File: src/rtl/ctf_pkg.sv
package ctf_pkg;

  typedef enum logic {
    CTF_IDLE = 1'b0,
    CTF_RUN  = 1'b1
  } ctf_state_e;

  localparam int unsigned CTF_STRIDE = 4;

endpackage

File: src/rtl/ctf_ctrl.sv
module ctf_ctrl
  import ctf_pkg::*;
#(
  parameter int unsigned CW = 16
) (
  input  logic          clk,
  input  logic          rst_n,
  input  logic          start,
  input  logic [CW-1:0] cnt,
  output logic          busy,
  output logic          load,
  output logic          step,
  output logic          last
);

  ctf_state_e    state_q, state_d;
  logic [CW-1:0] rem_q, rem_d;
  logic          rem_en;

  always_comb begin
    state_d = state_q;
    rem_d   = rem_q;
    rem_en  = 1'b0;
    load    = 1'b0;
    case (state_q)
      CTF_IDLE: begin
        if (start) begin
          load    = 1'b1;
          state_d = CTF_RUN;
          rem_en  = 1'b1;
          rem_d   = (cnt == '0) ? CW'(1) : cnt;
        end
      end
      CTF_RUN: begin
        rem_en = 1'b1;
        rem_d  = rem_q - CW'(1);
        if (rem_d == '0) state_d = CTF_IDLE;
      end
      default: state_d = CTF_IDLE;
    endcase
  end

  assign busy = (state_q == CTF_RUN);
  assign step = busy;
  assign last = busy && (rem_q == CW'(1));

  always_ff @(posedge clk or negedge rst_n) begin
    if (!rst_n) begin
      state_q <= CTF_IDLE;
      rem_q   <= '0;
    end else begin
      state_q <= state_d;
      if (rem_en) rem_q <= rem_d;
    end
  end


  count_step_chk: assert property (@(posedge clk) disable iff (!rst_n)
    (state_q == CTF_RUN) |=> (rem_q == $past(rem_q) - CW'(1)));

endmodule

File: src/rtl/ctf_addr_step.sv
module ctf_addr_step
  import ctf_pkg::*;
#(
  parameter int unsigned AW = 24
) (
  input  logic          clk,
  input  logic          rst_n,
  input  logic          load,
  input  logic          step,
  input  logic [AW-1:0] base,
  output logic [AW-1:0] addr
);

  logic [AW-1:0] addr_d;
  logic          addr_en;

  always_comb begin
    addr_en = load | step;
    if (load) addr_d = {base[AW-1:2], 2'b00};
    else      addr_d = addr - AW'(CTF_STRIDE);
  end

  always_ff @(posedge clk or negedge rst_n) begin
    if (!rst_n)       addr <= '0;
    else if (addr_en) addr <= addr_d;
  end

endmodule

File: src/rtl/ctf_link_word.sv
module ctf_link_word
  import ctf_pkg::*;
#(
  parameter int unsigned AW = 24,
  parameter int unsigned DW = 32
) (
  input  logic [AW-1:0] addr,
  input  logic          last,
  output logic [DW-1:0] word
);

  localparam int unsigned PADW = DW - AW;

  logic [AW-1:0] prev;

  assign prev = addr - AW'(CTF_STRIDE);
  assign word = last ? {{PADW{1'b0}}, {AW{1'b1}}} : {{PADW{1'b0}}, prev};

endmodule

File: src/rtl/chain_tbl_filler.sv
module chain_tbl_filler
  import ctf_pkg::*;
#(
  parameter int unsigned AW = 24,
  parameter int unsigned DW = 32,
  parameter int unsigned CW = 16
) (
  input  logic          clk,
  input  logic          rst_n,
  input  logic          start,
  input  logic [AW-1:0] base_addr,
  input  logic [CW-1:0] word_cnt,
  output logic          busy,
  output logic          wr_en,
  output logic [AW-1:0] wr_addr,
  output logic [DW-1:0] wr_data,
  output logic          done
);

  localparam int unsigned PADW = DW - AW;
  localparam logic [DW-1:0] END_MARK = {{PADW{1'b0}}, {AW{1'b1}}};

  logic          load, step, last;
  logic [AW-1:0] cur_addr;
  logic [DW-1:0] link;
  logic          wr_last_q;

  ctf_ctrl #(.CW(CW)) u_ctrl (
    .clk(clk), .rst_n(rst_n), .start(start), .cnt(word_cnt),
    .busy(busy), .load(load), .step(step), .last(last)
  );

  ctf_addr_step #(.AW(AW)) u_addr (
    .clk(clk), .rst_n(rst_n), .load(load), .step(step),
    .base(base_addr), .addr(cur_addr)
  );

  ctf_link_word #(.AW(AW), .DW(DW)) u_link (
    .addr(cur_addr), .last(last), .word(link)
  );

  always_ff @(posedge clk or negedge rst_n) begin
    if (!rst_n) begin
      wr_en     <= 1'b0;
      wr_last_q <= 1'b0;
      done      <= 1'b0;
    end else begin
      wr_en     <= step;
      wr_last_q <= last;
      done      <= wr_en & wr_last_q;
    end
  end

  always_ff @(posedge clk or negedge rst_n) begin
    if (!rst_n) begin
      wr_addr <= '0;
      wr_data <= '0;
    end else if (step) begin
      wr_addr <= cur_addr;
      wr_data <= link;
    end
  end


  addr_desc_chk: assert property (@(posedge clk) disable iff (!rst_n)
    (wr_en && $past(wr_en)) |-> (wr_addr == $past(wr_addr) - AW'(CTF_STRIDE)));


  link_val_chk: assert property (@(posedge clk) disable iff (!rst_n)
    (wr_en && wr_data != END_MARK) |-> (wr_data == {{PADW{1'b0}}, wr_addr - AW'(CTF_STRIDE)}));


  done_after_mark_chk: assert property (@(posedge clk) disable iff (!rst_n)
    (wr_en && wr_data == END_MARK) |=> (done && !wr_en && !busy));


  done_pulse_chk: assert property (@(posedge clk) disable iff (!rst_n)
    done |=> !done);

endmodule

File: config.mk
export PLATFORM = sky130hd
export DESIGN_NAME = chain_tbl_filler
export DESIGN_NICKNAME = d
export VERILOG_FILES = /design/src/rtl/ctf_pkg.sv /design/src/rtl/ctf_ctrl.sv /design/src/rtl/ctf_addr_step.sv /design/src/rtl/ctf_link_word.sv /design/src/rtl/chain_tbl_filler.sv
export SDC_FILE = /design/constraint.sdc
export NUM_CORES = 1
export LEC_CHECK = 0
export BUFFER_PORTS_ARGS = -buffer_cell sky130_fd_sc_hd__buf_4
export CORE_MARGIN = 2
export CORE_UTILIZATION = 38
export CTS_CLUSTER_DIAMETER = 150
export CTS_CLUSTER_SIZE = 10
export DETAILED_ROUTE_END_ITERATION = 7
export SETUP_SLACK_MARGIN = 0.5
export SYNTH_ARGS = -nofsm -noshare
export SYNTH_HDL_FRONTEND = slang
export SYNTH_SLANG_ARGS = --single-unit
export TNS_END_PERCENT = 10
File: constraint.sdc
create_clock -name clk -period 2 [get_ports clk]
set_input_delay 0.4 -clock clk [delete_from_list [all_inputs] [get_ports clk]]
set_output_delay 0.4 -clock clk [all_outputs]
set_load 0.005 [all_outputs]
==> results.sh <==
export IMPL_die_area_um2=13100
export IMPL_hold_viol_final=5
export IMPL_min_path_type="input port to asynchronous set/reset pin"
export IMPL_synthXorXnorAreaFrac_pct=4.533
export IMPL_violations="negative hold slack"
export IMPL_final_max_slew_viol_count=0
export IMPL_synth_edff_count=0
export IMPL_grt_pass1_vias=4154
export IMPL_finish_instance_area_um2=6753
export IMPL_path_clk_slew_ns=0.06
export IMPL_p_total_uw=7017
export IMPL_synthCells=478
export IMPL_avgSynthCellArea_um2=9.701
export IMPL_powerDensity_nw_per_um2=1039
export IMPL_rsz0062_at_grt="yes"
export IMPL_cts_root_buf="clkbuf_16"
export IMPL_worstSkewPairLatency_ns=0.34
export IMPL_totalWireLength_mm=13.30
export IMPL_synthAdderAreaFrac_pct=0.8095
export IMPL_n_antenna_cell=0
export IMPL_finalCriticalPeriod_ns=1.943
export IMPL_portBuffers=89
export IMPL_clock_fmax_ghz=0.5146
export IMPL_antenna_found_initial=0
export IMPL_end_kind="register"
export IMPL_ys_ff_latch=87
export IMPL_crit_family="simple AND/OR/NAND/NOR gates"
export IMPL_drc=0
export IMPL_cp_buffers_inverters=1
export IMPL_htreeDepth=3
export IMPL_wl_per_cell_um=17.39
export IMPL_critPathMaxFanout=3
export IMPL_place_worst_setup_slack_ns=0.02306
export IMPL_drive_gt1_share_pct=43.69
export IMPL_ys_types=61
export IMPL_areaGrowthSynthToFinish_pct=45.63
export IMPL_crit_slowest_cell="or4_4"
export IMPL_holdWs_ns=-0.009857
export IMPL_synth_compound_area_share_pct=19.62
export IMPL_final_common_cell="buf_4"
export IMPL_ant_nets=0
export IMPL_drtIter0Drc=281
export IMPL_layout_setup_ws_ns=0.05683
export IMPL_synth_top_family_by_area="compound AO/OA/AOI/OAI gates"
export IMPL_skew_ns=0.006442
export IMPL_critPathMaxStageDelay_ns=0.59
export IMPL_grt_max_degree=36
export IMPL_maxCapViolations=0
export IMPL_cts_sinks=87
export IMPL_via_per_inst=5.508
export IMPL_cp_arrival_ns=2.22
export IMPL_ff2ff_path_depth=6
export IMPL_async_flop_share_pct=100.0
export IMPL_place_gp_congestion=0.8971
export IMPL_critical_path_startpoint_type="register"
export IMPL_nFillCells=1031
export IMPL_synth_simple_area_share_pct=17.00
export IMPL_status="finished, violations left"
export IMPL_r2r_slack_ns=0.06
export IMPL_vias=4214
export IMPL_io_pin_count=102
export IMPL_cts_tree="built"
export IMPL_core_area_um2=11960
export IMPL_cp_data_required_time_ns=2.28
export IMPL_path_cells="or4_4 -> buf_4 -> or4_4 -> a21oi_2 -> nor2_1 -> nor2_1"
export IMPL_start_util_pct=38.77
export IMPL_clk_path_buf_depth=2
export IMPL_grtUsageTotal_pct=21.08
export IMPL_synth_sequential_area_ratio_pct=46.95
export IMPL_die_x_um=114.5
export IMPL_crit_type="register to register"
export IMPL_numCtsBuffers=9
export IMPL_p_leak_uw=0.002970
export IMPL_r2r_end="u_ctrl.rem_q[11]"
export IMPL_die_h_um=114.5
export IMPL_ys_flop_type="dfrtp_1"
export IMPL_dpl_hpwl_mm=8.941
export IMPL_rows=40
export IMPL_synth_area_um2=4637
export IMPL_setup_violations=0
export IMPL_final_cell_mix="143 x buf_4, 82 x dfrtp_1, 35 x nor2_1, 26 x a21oi_1, 25 x nand2_1"
export IMPL_min_period_over_period_pct=97.16
export IMPL_vdd_drop_max_mv=0.6052
export IMPL_grt_pass1_wl_mm=21.38
export IMPL_first_pass_iters=5
export IMPL_yosys_warnings=0
export IMPL_final_nets=660
export IMPL_overflow=0
export IMPL_placed_cell_area_um2=5718
export IMPL_yosys_mux_area_fraction_pct=4.263
export IMPL_r2r_start="u_ctrl.rem_q[4]"
cell usage after synthesis (4+ instances only):
master    instances  share of area [%]
buf_4            11                1.8
xor2_1           12                2.3
a211oi_1          8                1.3
mux2i_1           4               0.86
nor2_1           41                3.3
clkbuf_1         29                2.3
nor4b_1           6                1.1
buf_2             4               0.43
nor3_1           11                1.2
a31oi_1          16                2.2
o21ai_0          17                1.8
o22a_1           10                1.9
a21oi_1          28                3.0
nand2_1          27                2.2
mux2_2           14                3.4
o221a_2           8                1.9
nor2b_1           9                1.2
o21a_1           10                1.6
dfrtp_1          87                 47
and3_1            4               0.54
inv_1            17                1.4
xnor2_1          12                2.3
nand3_1          13                1.4
nand4_1           5               0.67
nor4_1            9                1.2
registers in the layout (all words and copies together) (netlist names):
register	count
done	1
u_addr.addr	22
u_ctrl.busy	1
u_ctrl.rem_q	16
wr_addr	22
wr_data	23
wr_en	1
wr_last_q	1
stage by stage:
stage | std cells | utilization, % | hold WS (ns) | setup TNS [ns]
2_1_floorplan | 487 | - | 0.1044 | 0
3_3_place_gp | 722 | 47.80 | 0.3836 | 0
3_5_place_dp | 722 | 47.80 | 0.3751 | 0
4_1_cts | 762 | 53.14 | 0.007973 | 0
5_1_grt | 765 | 56.45 | 0.007470 | -0.09678
6_report | 765 | 56.45 | -0.009857 | 0
worst max-delay path by stage:
stage                                  end  slack [ns]  cells after the start             from
after detailed placement  u_ctrl.rem_q[13]        0.02                      7  u_ctrl.rem_q[1]
after global routing           u_ctrl.busy       -0.09                      5  u_ctrl.rem_q[6]
after CTS                      u_ctrl.busy        0.08                      5  u_ctrl.rem_q[4]
after global placement         u_ctrl.busy        0.07                      5  u_ctrl.rem_q[0]
final                     u_ctrl.rem_q[11]        0.06                      6  u_ctrl.rem_q[4]
after floorplan           u_ctrl.rem_q[14]       0.008                      9  u_ctrl.rem_q[0]
metal layers:
layer	part of all wire, %	wire (um)	GRT usage (%)	vias to the layer above
met3	5.6	742	6.088	15
met4	1.7	222	5.366	0
li1	-	-	-	2002
met2	48	6367	33.33	104
met5	0	0	0	-
met1	45	5970	28.52	2093
power breakdown:
| group | total, uW | switching (uW) | internal (uW) |
|---|---|---|---|
| Combinational | 2640 | 1170 | 1470 |
| Clock | 1580 | 679 | 906 |
| Sequential | 2800 | 531 | 2270 |
kinds of logic after synthesis:
family | after synthesis
AND/OR/NAND/NOR | 149
multiplexers | 18
buffers and inverters | 67
XOR/XNOR | 24
other | 1
AO/OA/AOI/OAI | 129
flip-flops | 87
adder cells (fa/ha/maj) | 3
what timing repair did:
item | in CTS | in global routing
hold buffers | 0 | 0
pin swaps | 12 | 35
gates resized for setup | 21 | 80
buffers inserted | 22 | 3
setup endpoints to repair | 70 | 70
gates cloned | 3 | 0
final cells by class:
class                   instances  area [um2]  area share [%]
multi-input cells             333        2603           38.54
flip-flops and latches         87        2186           32.37
repair buffers                165        1428           21.14
clock buffers                  13       260.3           3.854
well taps                     147       183.9           2.724
inverters                      18       76.32           1.130
clock inverters                 2       16.27          0.2409
Note: power is estimated with default switching activity, not from simulation.
